==> src/rtl/lane_split_pkg.sv <==
// Shared types for the byte-lane split bus unit.
// Assumes a bus of exactly two byte lanes.
package lane_split_pkg;

    // Access sequencing states
    typedef enum logic [1:0] {
        ST_IDLE = 2'd0,
        ST_PH1  = 2'd1,
        ST_PH2  = 2'd2,
        ST_FIN  = 2'd3
    } phase_e;

    // Lane selection for one bus cycle
    typedef struct packed {
        logic a0;     // address bit 0 driven on the bus
        logic hi_n;   // active-low upper-lane enable
        logic split;  // access needs a second cycle
    } lane_sel_t;

endpackage

==> src/rtl/lane_plan.sv <==
// Lane planner: from the request's address bit 0, its size and the
// current phase, works out the lane selects for this bus cycle.
// Assumes the second phase only occurs for odd-address words.
module lane_plan
    import lane_split_pkg::*;
(
    input  logic      addr_lsb,
    input  logic      is_word,
    input  logic      second,
    output lane_sel_t sel
);

    // Select lanes for the current phase
    always_comb begin
        if (second) begin
            sel.a0    = 1'b0;
            sel.hi_n  = 1'b1;
            sel.split = 1'b1;
        end else if (is_word) begin
            sel.a0    = addr_lsb;
            sel.hi_n  = 1'b0;
            sel.split = addr_lsb;
        end else begin
            sel.a0    = addr_lsb;
            sel.hi_n  = ~addr_lsb;
            sel.split = 1'b0;
        end
    end

endmodule

==> src/rtl/write_steer.sv <==
// Write steering: places request bytes onto the bus lanes. A full aligned
// word passes straight through. Otherwise the single byte of this phase is
// copied onto every lane, so the unused lane is driven but not enabled.
module write_steer #(
    parameter int LANE_W = 8
) (
    input  logic [2*LANE_W-1:0] wdata,
    input  logic                full_word,
    input  logic                second,
    output logic [2*LANE_W-1:0] bus_wdata
);

    localparam int LANES = 2;

    logic [LANE_W-1:0] phase_byte;

    // Pick the byte that this phase moves
    always_comb begin
        phase_byte = second ? wdata[LANE_W +: LANE_W] : wdata[0 +: LANE_W];
    end

    // Drive each lane either from its own byte or from the phase byte
    for (genvar g = 0; g < LANES; g++) begin : g_lane
        assign bus_wdata[g*LANE_W +: LANE_W] =
            full_word ? wdata[g*LANE_W +: LANE_W] : phase_byte;
    end

endmodule

==> src/rtl/read_merge.sv <==
// Read merge: assembles the requester's little-endian result from the lanes
// of the current bus cycle and, in the second phase, the low byte held
// from the first.
module read_merge #(
    parameter int LANE_W = 8
) (
    input  logic [2*LANE_W-1:0] bus_rdata,
    input  logic                a0,
    input  logic                hi_n,
    input  logic                second,
    input  logic [LANE_W-1:0]   low_hold,
    output logic [2*LANE_W-1:0] merged
);

    localparam logic [LANE_W-1:0] ZERO_B = '0;

    // Combine lanes according to the enables of this cycle
    always_comb begin
        if (second)
            merged = {bus_rdata[0 +: LANE_W], low_hold};
        else if (!hi_n && !a0)
            merged = bus_rdata;
        else if (a0)
            merged = {ZERO_B, bus_rdata[LANE_W +: LANE_W]};
        else
            merged = {ZERO_B, bus_rdata[0 +: LANE_W]};
    end

endmodule

==> src/rtl/lane_split_bus_unit.sv <==
// Byte-lane split bus unit (top). Accepts byte or word requests at any
// byte address when idle, runs one bus cycle, or two for an odd-address
// word, and pulses req_done one cycle after the last acknowledge.
// Assumes bus_ack is a single-cycle pulse given only during bus_cyc.
module lane_split_bus_unit
    import lane_split_pkg::*;
#(
    parameter int ADDR_W = 16,
    parameter int LANE_W = 8
) (
    input  logic                clk,
    input  logic                rst_n,
    input  logic                req_valid,
    input  logic                req_write,
    input  logic                req_word,
    input  logic [ADDR_W-1:0]   req_addr,
    input  logic [2*LANE_W-1:0] req_wdata,
    output logic                req_ready,
    output logic                req_busy,
    output logic                req_done,
    output logic [2*LANE_W-1:0] req_rdata,
    output logic                bus_cyc,
    output logic                bus_we,
    output logic [ADDR_W-1:0]   bus_addr,
    output logic                bus_hi_n,
    output logic [2*LANE_W-1:0] bus_wdata,
    input  logic [2*LANE_W-1:0] bus_rdata,
    input  logic                bus_ack
);

    localparam int                DATA_W = 2 * LANE_W;
    localparam logic [ADDR_W-1:0] ONE_A  = {{(ADDR_W-1){1'b0}}, 1'b1};

    phase_e            st_q, st_d;
    logic [ADDR_W-1:0] addr_q;
    logic              we_q, word_q;
    logic [DATA_W-1:0] wdata_q, rdata_q, merged;
    logic [LANE_W-1:0] low_q;
    logic              second, take, split_ack, fin_ack;
    lane_sel_t         sel;

    assign take      = req_valid && (st_q == ST_IDLE);
    assign second    = (st_q == ST_PH2);
    assign split_ack = (st_q == ST_PH1) && bus_ack && sel.split;
    assign fin_ack   = bus_cyc && bus_ack && !split_ack;

    lane_plan u_plan (
        .addr_lsb (addr_q[0]),
        .is_word  (word_q),
        .second   (second),
        .sel      (sel)
    );

    write_steer #(.LANE_W(LANE_W)) u_steer (
        .wdata     (wdata_q),
        .full_word (word_q && !addr_q[0]),
        .second    (second),
        .bus_wdata (bus_wdata)
    );

    read_merge #(.LANE_W(LANE_W)) u_merge (
        .bus_rdata (bus_rdata),
        .a0        (sel.a0),
        .hi_n      (sel.hi_n),
        .second    (second),
        .low_hold  (low_q),
        .merged    (merged)
    );

    // Next-state sequencing of the access phases
    always_comb begin
        st_d = st_q;
        case (st_q)
            ST_IDLE: if (take)    st_d = ST_PH1;
            ST_PH1:  if (bus_ack) st_d = sel.split ? ST_PH2 : ST_FIN;
            ST_PH2:  if (bus_ack) st_d = ST_FIN;
            default:              st_d = ST_IDLE;
        endcase
    end

    // State register
    always_ff @(posedge clk) begin
        if (!rst_n) st_q <= ST_IDLE;
        else        st_q <= st_d;
    end

    // Capture request fields on acceptance
    always_ff @(posedge clk) begin
        if (!rst_n) begin
            addr_q  <= '0;
            we_q    <= 1'b0;
            word_q  <= 1'b0;
            wdata_q <= '0;
        end else if (take) begin
            addr_q  <= req_addr;
            we_q    <= req_write;
            word_q  <= req_word;
            wdata_q <= req_wdata;
        end
    end

    // Hold the low byte delivered by the first half of a split read
    always_ff @(posedge clk) begin
        if (!rst_n)         low_q <= '0;
        else if (split_ack) low_q <= merged[0 +: LANE_W];
    end

    // Register the assembled result on the final acknowledge
    always_ff @(posedge clk) begin
        if (!rst_n)       rdata_q <= '0;
        else if (fin_ack) rdata_q <= merged;
    end

    assign req_ready = (st_q == ST_IDLE);
    assign req_busy  = (st_q != ST_IDLE);
    assign req_done  = (st_q == ST_FIN);
    assign req_rdata = rdata_q;
    assign bus_cyc   = (st_q == ST_PH1) || (st_q == ST_PH2);
    assign bus_we    = we_q;
    assign bus_addr  = second ? (addr_q + ONE_A) : addr_q;
    assign bus_hi_n  = sel.hi_n;

    // the both-lanes-off encoding never appears on an active cycle
    a_r5_no_dead_code: assert property (@(posedge clk) disable iff (!rst_n)
        bus_cyc |-> !(bus_hi_n && bus_addr[0]));

    // the second half is an even address on the lower lane only
    a_r6_second_lower: assert property (@(posedge clk) disable iff (!rst_n)
        (st_q == ST_PH2) |-> (!bus_addr[0] && bus_hi_n));

    // bus cycle signals hold steady until acknowledged
    a_r8_hold_until_ack: assert property (@(posedge clk) disable iff (!rst_n)
        (bus_cyc && !bus_ack) |=> (bus_cyc && $stable(bus_addr) && $stable(bus_hi_n)
                                   && $stable(bus_we) && $stable(bus_wdata)));

    // busy stays up between the two halves of a split access
    a_r9_busy_spans_split: assert property (@(posedge clk) disable iff (!rst_n)
        split_ack |=> (req_busy && bus_cyc && !req_done));

    // completion follows the final acknowledge by one cycle
    a_r9_done_after_ack: assert property (@(posedge clk) disable iff (!rst_n)
        fin_ack |=> req_done);

    // completion is a single-cycle pulse
    a_r9_done_single: assert property (@(posedge clk) disable iff (!rst_n)
        req_done |=> !req_done);

    // captured request is untouched while an access is in flight
    a_r10_no_take_busy: assert property (@(posedge clk) disable iff (!rst_n)
        req_busy |=> ($stable(addr_q) && $stable(word_q) && $stable(we_q)));

endmodule

==> config.mk <==
export PLATFORM = sky130hd
export DESIGN_NAME = lane_split_bus_unit
export DESIGN_NICKNAME = d
export VERILOG_FILES = /design/src/rtl/lane_split_pkg.sv /design/src/rtl/lane_plan.sv /design/src/rtl/write_steer.sv /design/src/rtl/read_merge.sv /design/src/rtl/lane_split_bus_unit.sv
export SDC_FILE = /design/constraint.sdc
export NUM_CORES = 1
export LEC_CHECK = 0
export BUFFER_PORTS_ARGS = -buffer_cell sky130_fd_sc_hd__buf_2
export CAP_MARGIN = 10
export CORE_MARGIN = 2
export CORE_UTILIZATION = 53
export DETAILED_ROUTE_END_ITERATION = 16
export PLACE_DENSITY = 0.85
export SETUP_SLACK_MARGIN = 0.4
export SLEW_MARGIN = 5
export SYNTH_ARGS = -nofsm -noshare
export SYNTH_HDL_FRONTEND = slang
export SYNTH_SLANG_ARGS = --single-unit
export TNS_END_PERCENT = 30
==> constraint.sdc <==
create_clock -name clk -period 4.85 [get_ports clk]
set_input_delay 0.7275 -clock clk [delete_from_list [all_inputs] [get_ports clk]]
set_output_delay 0.7275 -clock clk [all_outputs]
set_load 0.02 [all_outputs]
# ---- Word-level counts from Yosys, hierarchy flattened
# Index checks and enable logic that the tools add are counted.
dict set report word_totals {
  inputBits 54
  output_inout_bits 54
  reg_bits 60
}
dict set report classes {
  muxes 14
  eq_ne 6
  add_sub_neg 1
  n_reduce_logical 15
  bitwise_logic 1
}
# cell count
set ops {}
lappend ops {{two-way mux 16 bit} 3}
lappend ops {{two-way mux 8 bit} 4}
lappend ops {{adder 16 x 1 -> 16 bit, second input constant} 1}
lappend ops {{two-way mux 2 bit} 4}
lappend ops {{logical AND 1 bit} 7}
lappend ops {{case mux 2 bit (3 select lines)} 1}
lappend ops {{== test 2 bit, second input constant} 2}
lappend ops {{zero test 1 bit} 4}
lappend ops {{!= test 2 bit, second input constant} 2}
lappend ops {{two-way mux 3 bit} 1}
lappend ops {{AND reduction 3 bit} 1}
lappend ops {{== test 2 x 1 -> 1 bit, second input constant} 1}
lappend ops {{zero test 2 bit} 1}
lappend ops {{!= test 2 x 1 -> 1 bit, second input constant} 1}
lappend ops {{nonzero test 2 bit} 1}
lappend ops {{logical OR 1 bit} 1}
lappend ops {{two-way mux 1 bit} 1}
lappend ops {{NOT 1 bit} 1}

# ---- Logic depth before layout (Yosys ltp)
# Gate-level depths: netlist of the first run.
dict set report depth {
  word_depth 7
  mapped_depth 9
}

# ---- Hierarchy
# From an unflattened synthesis of the first run, not the netlist that was laid out.
dict set report hier_totals {
  hier_cells 397
  area_unflattened_um2 3210.6
}
# module cells_each instances area_each_um2 seq_area_each_um2
set by_module_without_submodules {}
lappend by_module_without_submodules {lane_split_bus_unit 330 1 2623.8 1201.2}
lappend by_module_without_submodules {read_merge 45 1 324.1 0.0}
lappend by_module_without_submodules {write_steer 19 1 241.5 0.0}
lappend by_module_without_submodules {lane_plan 3 1 21.3 0.0}

# ---- Worst setup path before layout of the first run
# No wires, ideal clock.
dict set report synth_timing {
  kind {register -> output}
  from {register st_q[0]}
  to {output bus_addr[10]}
  path_stages_with_launch 8
  arrival_ns 1.587
  setup_slack_ns 2.536
  t_required_ns 4.123
  path_cell_list {dfxtp_1 inv_1 ha_1 buf_2 buf_4 nand4_1 nor2_1 xor2_1}
}
dict set report synth_via {
  elab_chain_cells 2
}
# element line
set synth_lines {}
lappend synth_lines {{from (decl)} lane_split_bus_unit.sv:34} ;# phase_e st_q, st_d;
lappend synth_lines {{from (signal assigned)} lane_split_bus_unit.sv:84} ;# else st_q <= st_d;
lappend synth_lines {{== test 2 bit} lane_split_bus_unit.sv:43} ;# assign second = (st_q == ST_PH2);
lappend synth_lines {{two-way mux 16 bit} lane_split_bus_unit.sv:120} ;# assign bus_addr = second ? (addr_q + ONE_A) : addr_q;
lappend synth_lines {{to (decl)} lane_split_bus_unit.sv:24} ;# output logic [ADDR_W-1:0] bus_addr,
# Every way passes these cells.

# ---- Worst setup path after layout of the first run
dict set report layout_timing {
  from {register st_q[0]}
  to {output bus_addr[13]}
}
# The elaborated chain is that of the path after synthesis.

==> impl_metrics.env, run 1 <==
export IMPL_final_cell_mix="buf_2 (107), nand2_1 (93), dfxtp_1 (60)"
export IMPL_internal_power_mw=1.28
export IMPL_crit_buf_inv=2
export IMPL_crit_chain="inv_1 > ha_1 > and3_1 > nand3_2 > nor3_1 > xnor2_1 > buf_2"
export IMPL_synth_nets=430
export IMPL_worstSetupEndpointType="output pin"
export IMPL_worstPathMaxFanout=33
export IMPL_grt_total_usage_pct=23.7
export IMPL_clockRootBuffer="clkbuf_8"
export IMPL_die_x_um=78.8
export IMPL_slew_viol_final=0
export IMPL_relSlewSlack_pct=25.1
export IMPL_core_mm2=0.00547
export IMPL_clkTransAtPathRegs_ns=0.06
export IMPL_critical_path_top_delay_family="adder cells"
export IMPL_rsz0062_at_grt="false"
export IMPL_layout_drive_gt1_share_pct=32.1
export IMPL_netSwitchingFraction_pct=40.6
export IMPL_fill_cells=486
export IMPL_antenna_left=0
export IMPL_fmax_mhz=287
export IMPL_multi_input_area_mm2=0.00163
export IMPL_setup_violations=0
export IMPL_io_pins=108
export IMPL_dp_hpwl_um=5210
export IMPL_hp_class="reg2reg"
export IMPL_crit_type="reg2out"
export IMPL_layoutNonFillerInstCount=546
export IMPL_ctsHoldBuffers=0
export IMPL_max_stage_delay_ns=0.88
export IMPL_clockBufferDepth=2
export IMPL_viasPerCell=5.25
export IMPL_drc=0
export IMPL_wl_per_cell_um=13.4
export IMPL_netlist_instances=369
export IMPL_insertion_delay_ns=0.33
export IMPL_htree_levels=3
export IMPL_maxCapViolCount=0
export IMPL_period_share_pct=71.7
export IMPL_pwr_share_clk_pct=24.1
export IMPL_leakage_nw=1.73
export IMPL_dp_slack_ns=1.74
export IMPL_tns_ns=0
export IMPL_rows=27
export IMPL_dr_first_iter_drc_count=122
export IMPL_skew_ns=0.00780
export IMPL_netlist_top_cell_by_area="dfxtp_1"
export IMPL_overflow=0
export IMPL_tightest_slew_ns=1.12
export IMPL_cts_setup_buffers=0
export IMPL_power_per_cell_area_mw_per_mm2=574
export IMPL_drt_total_wl_um=7340
export IMPL_netlist_top_cells_area="dfxtp_1 (40%), nand2_1 (12%), a21oi_1 (7.2%)"
export IMPL_post_route_min_period_ns=3.48
export IMPL_final_common_cell="buf_2"
export IMPL_grt_max_degree=46
export IMPL_nNetsFinal=530
export IMPL_die_area_mm2=0.00622
export IMPL_yosysWarnings=0
export IMPL_num_vias=2866
export IMPL_synth_cell_type_count=37
export IMPL_area_growth_pct=26.8
export IMPL_final_hold_viol_count=0
export IMPL_pwr_share_seq_pct=31.9
export IMPL_finalWorstSetupSlack_ns=1.37
export IMPL_cts_resized=0
export IMPL_peakVddDrop_mv=0.577
export IMPL_ys_seq_area_share_pct=40.5
export IMPL_slowest_stage="ha_1"
export IMPL_worstSetupStartpointType="flop"
export IMPL_numCtsBuffers=9
export IMPL_synth_seq_cells=60
export IMPL_arrival_ns=2.75
export IMPL_drt_pass1_iterations=4
export IMPL_initial_core_util_pct=54.3
export IMPL_status="complete, no violations"
export IMPL_combPwrFrac_pct=43.9
export IMPL_port_buffers=107
export IMPL_grt_first_pass_wirelength_um=11800
export IMPL_die_h_um=78.8
export IMPL_cts_tree="built"
export IMPL_cp_required_ns=4.12
export IMPL_yosys_area_top_type_share_pct=40.5
export IMPL_gp_congestion=0.863
export IMPL_n_antenna_cell=0
export IMPL_total_power_mw=2.16
export IMPL_avgSynthCellArea_um2=8.05
export IMPL_power_switching_mw=0.878
export IMPL_antenna_found_initial=0
export IMPL_seq_area_mm2=0.00120
export IMPL_grt_pass1_vias=2662
export IMPL_syn_area_mm2=0.00297
export IMPL_dp_cells=529
export IMPL_numClockSinks=60
[layout make-up]
type	count	area share, %
clock buffers	13	4.49
clock inverters	3	1.79
inverters	12	1.20
multi-input cells	278	43.3
flip-flops and latches	60	31.9
well taps	72	2.39
repair buffers	108	15.0
[power by group through the flow]
| stage | logic, mW | clock network, mW | registers, mW |
|---|---|---|---|
| 5_1_grt | 1.04 | 0.553 | 0.705 |
| 2_1_floorplan | 0.644 | 0 | 0.740 |
| 6_report | 0.950 | 0.522 | 0.691 |
| 4_1_cts | 0.933 | 0.531 | 0.689 |
| 3_3_place_gp | 0.907 | 0 | 0.692 |
| 3_5_place_dp | 0.927 | 0 | 0.699 |
[state kept, by name, indices dropped and copies added, names as in the netlist]
signal,cells
bus_we,1
word_q,1
addr_q,16
st_q,2
wdata_q,16
low_q,8
req_rdata,16
[per-stage QoR]
step	area [um2]	hold slack, ns	utilization [%]
after floorplan	2970	0.417	-
after global placement	3500	0.427	64.0
after detailed placement	3500	0.435	64.0
after CTS	3740	0.458	68.3
after global routing	3770	0.486	68.8
final	3770	0.452	68.8
[synth_stat cells]
library cell  number
buf_1              1
xor2_1             3
and3_1             2
nand4_1            4
and2_1             9
and4_1             1
o21ai_0           24
buf_6              1
o21a_1             1
a21oi_1           43
buf_2              5
a21o_4             2
inv_2              1
a21oi_4            1
o22ai_1            1
inv_1             11
or3_1              1
ha_1               7
mux2_2            17
nand3_2            2
nor2_1            30
mux2i_1            9
buf_4              2
nor3_1             1
a311o_1            1
nand2_1           93
a221oi_2           2
dfxtp_1           60
nand3_1            2
o21bai_1           1
nor2_2             1
xnor2_1           11
clkbuf_1          10
a221oi_1           6
o21ai_2            1
a31oi_2            1
nor3_2             1
[per-layer routing]
layer | routed length [um] | vias to the layer above | part of all wire [%] | track usage (%)
li1 | - | 1445 | - | -
met1 | 3220 | 1330 | 44 | 29.0
met2 | 3560 | 75 | 48 | 40.2
met3 | 383 | 16 | 5.2 | 5.11
met4 | 180 | 0 | 2.5 | 10.3
met5 | 0 | - | 0 | 0
[worst reg2reg max path: cells and delay by family (launching register included)]
family / cells / cell delay [ns]
AND/OR/NAND/NOR: 1 / 0.07
buffers and inverters: 2 / 0.29
multiplexers: 1 / 0.22
adder cells (fa/ha/maj): 2 / 1.31
flip-flops: 1 / 0.36
AO/OA/AOI/OAI: 2 / 0.35
[logic make-up after synthesis]
kind of cell             synth area share [%]
XOR/XNOR                                 4.13
AND/OR/NAND/NOR                          20.9
buffers and inverters                    4.64
adder cells (fa/ha/maj)                  2.95
AO/OA/AOI/OAI                            17.4
multiplexers                             9.48
flip-flops                               40.5
[worst paths after layout]
check	start	slack (ns)	cells past startpoint	endpoint
worst min-delay path	low_q[5]$_SDFFE_PN0P_	0.45	2	low_q[5]$_SDFFE_PN0P_
worst min register to register	low_q[5]$_SDFFE_PN0P_	0.45	2	low_q[5]$_SDFFE_PN0P_
worst max register to register	st_q[0]$_SDFFE_PN0P_	2.10	8	req_rdata[0]$_SDFFE_PN0P_
worst max-delay path	st_q[0]$_SDFFE_PN0P_	1.37	7	bus_addr[13]
Power figures use the tool's default switching activity.
==> inputs of run 2 (changes only) <==
--- a/config.mk
+++ b/config.mk
@@ -5,12 +5,13 @@
 export SDC_FILE = /design/constraint.sdc
 export NUM_CORES = 1
 export LEC_CHECK = 0
+export ABC_AREA = 1
 export BUFFER_PORTS_ARGS = -buffer_cell sky130_fd_sc_hd__buf_2
 export CAP_MARGIN = 10
 export CORE_MARGIN = 2
-export CORE_UTILIZATION = 53
+export CORE_UTILIZATION = 50
 export DETAILED_ROUTE_END_ITERATION = 16
-export PLACE_DENSITY = 0.85
+export PLACE_DENSITY = 0.8
 export SETUP_SLACK_MARGIN = 0.4
 export SLEW_MARGIN = 5
 export SYNTH_ARGS = -nofsm -noshare
==> constraint.sdc (replaced) <==
create_clock -name clk -period 3.32 [get_ports clk]
set_input_delay 0.498 -clock clk [delete_from_list [all_inputs] [get_ports clk]]
set_output_delay 0.498 -clock clk [all_outputs]
set_load 0.02 [all_outputs]
==> run 2 against run 1 <==
  * Setup slack lost 0.62 ns
  * Synthesized cell count grew 25%
  * Clock power grew 14%
  * Die area grew 11%
  * Cell count grew 16%
  * Routed wire length grew 15%
  * Via count grew 17%
  * Sequential power grew 53%
  * Core utilization shrank 5.1 points
  * Global-route usage grew 0.37 points
  * Hold slack lost 0.059 ns
  * Sequential cell count is the same
  * Critical path type unchanged
  * Critical endpoint is now bus_wdata[12]
==> impl_metrics.env, run 2 <==
export IMPL_status="complete, no violations"
export IMPL_final_cell_mix="buf_2 (107), nand2_1 (82), nor2_1 (78)"
export IMPL_syn_area_mm2=0.00312
export IMPL_layout_drive_gt1_share_pct=24.5
export IMPL_drc=0
export IMPL_ctsHoldBuffers=0
export IMPL_fmax_mhz=389
export IMPL_nNetsFinal=617
export IMPL_synth_seq_cells=60
export IMPL_grt_total_usage_pct=24.0
export IMPL_muxShareOfSynthArea_pct=0
export IMPL_grt_first_pass_wirelength_um=13700
export IMPL_io_pins=108
export IMPL_tightest_slew_ns=0.768
export IMPL_synthAdderAreaFrac_pct=2.81
export IMPL_synth_edf_count=0
export IMPL_netSwitchingFraction_pct=47.8
export IMPL_internal_power_mw=1.80
export IMPL_die_x_um=83
export IMPL_antenna_left=0
export IMPL_peakVddDrop_mv=0.731
export IMPL_final_hold_viol_count=0
export IMPL_rsz0062_at_grt="false"
export IMPL_yosys_area_top_type_share_pct=38.5
export IMPL_dp_hpwl_um=5810
export IMPL_period_share_pct=77.5
export IMPL_pwr_share_clk_pct=17.3
export IMPL_synth_nets=521
export IMPL_netlist_top_cells_count="nand2_1 (82), nor2_1 (78), dfxtp_1 (60)"
export IMPL_slew_viol_final=0
export IMPL_insertion_delay_ns=0.35
export IMPL_initial_core_util_pct=52.1
export IMPL_ys_seq_area_share_pct=38.5
export IMPL_grt_pass1_vias=3040
export IMPL_numClockSinks=60
export IMPL_crit_type="reg2out"
export IMPL_drt_pass1_iterations=5
export IMPL_yosys_most_used_dff="dfxtp_1"
export IMPL_skew_ns=0.00905
export IMPL_netlist_top_cells_area="dfxtp_1 (38%), nand2_1 (9.9%), nor2_1 (9.4%)"
export IMPL_async_reset_ff_share_pct=0
export IMPL_final_common_cell="buf_2"
export IMPL_tns_ns=0
export IMPL_die_area_mm2=0.00689
export IMPL_clkTransAtPathRegs_ns=0.06
export IMPL_wl_per_cell_um=13.3
export IMPL_cp_required_ns=2.82
export IMPL_arrival_ns=2.08
export IMPL_dr_first_iter_drc_count=233
export IMPL_grt_max_degree=51
export IMPL_power_switching_mw=1.64
export IMPL_cts_resized=0
export IMPL_clockBufferDepth=2
export IMPL_rows=28
export IMPL_whs_ns=0.394
export IMPL_avgSynthCellArea_um2=6.78
export IMPL_n_antenna_cell=0
export IMPL_maxCapViolCount=0
export IMPL_drt_total_wl_um=8450
export IMPL_numCtsBuffers=9
export IMPL_combPwrFrac_pct=51.8
export IMPL_gp_congestion=0.873
export IMPL_synth_xor_area_share_pct=2.53
export IMPL_worstSetupEndpointType="output pin"
export IMPL_pwr_share_seq_pct=31.0
export IMPL_post_route_min_period_ns=2.57
export IMPL_placed_cell_area_mm2=0.00364
export IMPL_synth_cell_type_count=25
export IMPL_worstSetupStartpointType="flop"
export IMPL_clockRootBuffer="clkbuf_8"
export IMPL_setup_violations=0
export IMPL_leakage_nw=1.90
export IMPL_synth_top_family_by_area="simple AND/OR/NAND/NOR gates"
export IMPL_synthSimpleGateAreaFrac_pct=27.9
export IMPL_core_mm2=0.00599
export IMPL_overflow=0
export IMPL_yosysWarnings=0
export IMPL_cts_setup_buffers=0
export IMPL_cts_tree="built"
export IMPL_synth_compound_area_share_pct=19.9
export IMPL_num_vias=3356
export IMPL_antenna_found_initial=0
export IMPL_port_buffers=107
export IMPL_power_per_cell_area_mw_per_mm2=900
export IMPL_netlist_top_cell_by_area="dfxtp_1"
export IMPL_hp_class="in2reg"
export IMPL_htree_levels=3
export IMPL_synth_most_common_cell="nand2_1"
export IMPL_viasPerCell=5.29
export IMPL_relSlewSlack_pct=48.8
export IMPL_netlist_instances=460
export IMPL_worstPathMaxFanout=32
export IMPL_area_growth_pct=22.4
export IMPL_fin_area_mm2=0.00382
export IMPL_die_h_um=83
run 2: changes by cell type in the layout (fill, tap and decap cells not counted), sizes merged, moves of 8 or more:
| cell | before | now |
|---|---|---|
| nor2 | 31 | 83 |
| o21ai | 25 | 55 |
| inv | 12 | 36 |
| mux2 | 17 | 0 |
| a21oi | 44 | 57 |
| nor3 | 2 | 15 |
| nand3 | 4 | 16 |
| and2 | 9 | 0 |
| mux2i | 9 | 0 |
| a221oi | 8 | 0 |
| o211ai | 0 | 8 |
| xnor2 | 11 | 3 |
run 2: cells by family after synthesis:
group	after synthesis
and+or+nand+nor	203
AOI/OAI and AO/OA	120
adders and majority gates	7
buffers and inverters	61
DFF	60
xor gates and xnor gates	9
run 2: layout make-up:
| type | instances | area (um2) |
|---|---|---|
| timing repair buffer | 109 | 551 |
| tap | 75 | 93.8 |
| inverter | 37 | 139 |
| sequential | 60 | 1200 |
| clock buffer | 11 | 151 |
| clock inverter | 4 | 25.0 |
| fill | 552 | 2170 |
| multi-input combinational | 339 | 1660 |
run 2: through the flow:
| step | power (mW) | setup WS (ns) | util (%) | std cells |
|---|---|---|---|---|
| 2_1_floorplan | 2.35 | 1.30 | - | 460 |
| 3_3_place_gp | 2.80 | 1.12 | 60.8 | 620 |
| 3_5_place_dp | 2.84 | 1.02 | 60.8 | 620 |
| 4_1_cts | 3.44 | 0.742 | 63.8 | 635 |
| 5_1_grt | 3.68 | 0.606 | 63.8 | 635 |
| 6_report | 3.44 | 0.747 | 63.8 | 635 |
run 2: power by group through the flow:
| stage | clock (mW) | sequential (mW) | combinational [mW] |
|---|---|---|---|
| 3_3_place_gp | 0 | 1.06 | 1.74 |
| 4_1_cts | 0.596 | 1.06 | 1.78 |
| 5_1_grt | 0.627 | 1.09 | 1.97 |
| 2_1_floorplan | 0 | 1.13 | 1.22 |
| 6_report | 0.593 | 1.06 | 1.78 |
| 3_5_place_dp | 0 | 1.07 | 1.76 |
run 2: path summary, 6_finish.rpt:
check	start	endpoint	slack [ns]	cells past startpoint
hold / removal	req_addr[8]	addr_q[8]$_SDFFE_PN0P_	0.39	3
setup reg to reg	st_q[0]$_SDFFE_PN0P_	low_q[7]$_SDFFE_PN0P_	0.93	9
hold reg to reg	wdata_q[15]$_SDFFE_PN0P_	wdata_q[15]$_SDFFE_PN0P_	0.48	2
setup / recovery	st_q[0]$_SDFFE_PN0P_	bus_wdata[12]	0.75	7
run 2: per-layer routing:
metal | GRT usage [%] | vias up | wire [um]
li1 | - | 1686 | -
met1 | 31.2 | 1496 | 3650
met2 | 39.1 | 147 | 3970
met3 | 3.98 | 27 | 607
met4 | 11.0 | 0 | 222
met5 | 0 | - | 0
run 2: worst max-delay path, cell delays in order (launching register included):
cell and delay, ns:
dfxtp_1 0.35, inv_1 0.11, ha_1 0.33, buf_4 0.38, nand2_1 0.09, o211ai_1 0.10
o21ai_0 0.15, buf_2 0.19
==> inputs of run 3 (changes only) <==
--- a/config.mk
+++ b/config.mk
@@ -5,13 +5,13 @@
 export SDC_FILE = /design/constraint.sdc
 export NUM_CORES = 1
 export LEC_CHECK = 0
-export ABC_AREA = 1
+export ABC_AREA = 0
 export BUFFER_PORTS_ARGS = -buffer_cell sky130_fd_sc_hd__buf_2
 export CAP_MARGIN = 10
 export CORE_MARGIN = 2
-export CORE_UTILIZATION = 50
+export CORE_UTILIZATION = 49
 export DETAILED_ROUTE_END_ITERATION = 16
-export PLACE_DENSITY = 0.8
+export PLACE_DENSITY = 0.79
 export SETUP_SLACK_MARGIN = 0.4
 export SLEW_MARGIN = 5
 export SYNTH_ARGS = -nofsm -noshare
==> constraint.sdc (replaced) <==
create_clock -name clk -period 2.6 [get_ports clk]
set_input_delay 0.39 -clock clk [delete_from_list [all_inputs] [get_ports clk]]
set_output_delay 0.39 -clock clk [all_outputs]
set_load 0.02 [all_outputs]
==> run 3 against run 2 <==
  * Via count down 12%
  * Routed wire length decreased by 9.4%
  * Critical path depth unchanged
  * Clock power is 34% higher
  * Non-clock buffer count grew 7
  * Sequential share of layout area grew 0.27 points
  * Final area up 0.59%
  * Critical path type unchanged
  * Critical endpoint is now bus_addr[15]
  * Largest power group unchanged
==> impl_metrics.env, run 3 (synthesized netlist as in run 1, its figures left out) <==
export IMPL_overflow=0
export IMPL_tightest_slew_ns=0.519
export IMPL_period_share_pct=82.1
export IMPL_insertion_delay_ns=0.33
export IMPL_peakVddDrop_mv=0.949
export IMPL_grt_max_degree=35
export IMPL_hp_class="in2reg"
export IMPL_dp_cells=536
export IMPL_clkTransAtPathRegs_ns=0.07
export IMPL_final_cell_mix="buf_2 (104), nand2_1 (93), dfxtp_1 (52)"
export IMPL_htree_levels=3
export IMPL_numCtsBuffers=9
export IMPL_fmax_mhz=468
export IMPL_relSlewSlack_pct=65.4
export IMPL_ctsHoldBuffers=0
export IMPL_critical_path_top_delay_family="simple AND/OR/NAND/NOR gates"
export IMPL_crit_type="reg2out"
export IMPL_numClockSinks=60
export IMPL_skew_ns=0.00742
export IMPL_worstSetupEndpointType="output pin"
export IMPL_gp_congestion=0.848
export IMPL_initial_core_util_pct=50.4
export IMPL_n_antenna_cell=0
export IMPL_drc=0
export IMPL_io_pins=108
export IMPL_clockBufferDepth=2
export IMPL_antenna_found_initial=0
export IMPL_rsz0062_at_grt="true"
export IMPL_drt_total_wl_um=7650
export IMPL_die_x_um=81.8
export IMPL_worstPathMaxFanout=6
export IMPL_die_h_um=81.8
export IMPL_layout_drive_gt1_share_pct=36.7
export IMPL_status="complete, no violations"
export IMPL_final_hold_viol_count=0
export IMPL_max_stage_delay_ns=0.35
export IMPL_core_mm2=0.00589
export IMPL_wl_per_cell_um=13.7
export IMPL_grt_total_usage_pct=22.7
export IMPL_maxCapViolCount=0
export IMPL_seq_area_mm2=0.00122
export IMPL_antenna_left=0
export IMPL_leakage_nw=1.76
export IMPL_multi_input_area_mm2=0.00169
export IMPL_slew_viol_final=0
export IMPL_setup_violations=0
export IMPL_final_common_cell="buf_2"
export IMPL_drt_pass1_iterations=5
export IMPL_cts_tree="built"
export IMPL_post_route_min_period_ns=2.14
export IMPL_fill_cells=504
export IMPL_cp_required_ns=2.21
export IMPL_arrival_ns=1.75
export IMPL_num_vias=2942
export IMPL_slowest_stage="dfxtp_4"
export IMPL_tns_ns=0
export IMPL_layoutNonFillerInstCount=557
export IMPL_grt_first_pass_wirelength_um=11900
export IMPL_viasPerCell=5.28
export IMPL_total_power_mw=3.95
export IMPL_nNetsFinal=538
export IMPL_power_per_cell_area_mw_per_mm2=1030
export IMPL_dp_hpwl_um=5390
export IMPL_rows=28
export IMPL_dr_first_iter_drc_count=148
export IMPL_die_area_mm2=0.00670
export IMPL_crit_chain="inv_4 > ha_4 > and3_4 > nand3_4 > nor3_4 > xor2_1 > buf_4"
export IMPL_grt_pass1_vias=2626
export IMPL_crit_buf_inv=2
export IMPL_port_buffers=107
export IMPL_worstSetupStartpointType="flop"
export IMPL_clockRootBuffer="clkbuf_8"
export IMPL_area_growth_pct=29.4
[run 3: what timing repair did]
action,CTS,global route
buffers inserted,0,5
pin swaps,0,5
setup endpoints to repair,26,27
resized for setup,8,22
[run 3: stage by stage]
step | utilization (%) | hold slack [ns] | cell area, um2 | setup WS [ns]
finish | 65.3 | 0.282 | 3840 | 0.464
CTS | 63.7 | 0.281 | 3750 | 0.355
floorplan | - | 0.417 | 2970 | 0.623
detailed placement | 60.1 | 0.440 | 3540 | 0.399
global placement | 60.1 | 0.426 | 3540 | 0.471
global route | 65.3 | 0.281 | 3840 | 0.380
[run 3: final timing paths]
check	startpoint	end	slack, ns	depth (start not counted)
worst max-delay path	st_q[0]$_SDFFE_PN0P_	bus_addr[15]	0.46	7
worst max register to register	st_q[0]$_SDFFE_PN0P_	req_rdata[0]$_SDFFE_PN0P_	0.69	8
worst min register to register	req_rdata[5]$_SDFFE_PN0P_	req_rdata[5]$_SDFFE_PN0P_	0.45	2
worst min-delay path	req_addr[4]	addr_q[4]$_SDFFE_PN0P_	0.28	3
[run 3: layout make-up]
cell class,instances,area share [%]
sequential,60,31.7
timing repair buffer,116,15.9
multi-input combinational,278,44.0
inverter,12,1.24
clock buffer,10,3.32
tap,75,2.44
clock inverter,6,1.43
[run 3: worst register-to-register path, cell delays in order, from the launching register on]
cell	delay, ns
dfxtp_4	0.36
inv_4	0.04
ha_4	0.17
inv_2	0.08
ha_1	0.48
mux2i_1	0.29
nor2_1	0.07
o21ai_0	0.18
a21oi_1	0.09
[run 3: layer usage]
layer	part of all wire [%]	global-route usage, %
met1	44	29.4
met2	48	37.0
met3	5.7	4.07
met4	1.5	10.2
met5	0	0
[run 3: power by group]
part / internal (mW) / switching [mW] / leakage [nW]
registers: 1.14 / 0.166 / 0.494
logic: 0.693 / 1.16 / 1.17
clock network: 0.434 / 0.362 / 0.0996
total: 2.27 / 1.68 / 1.76
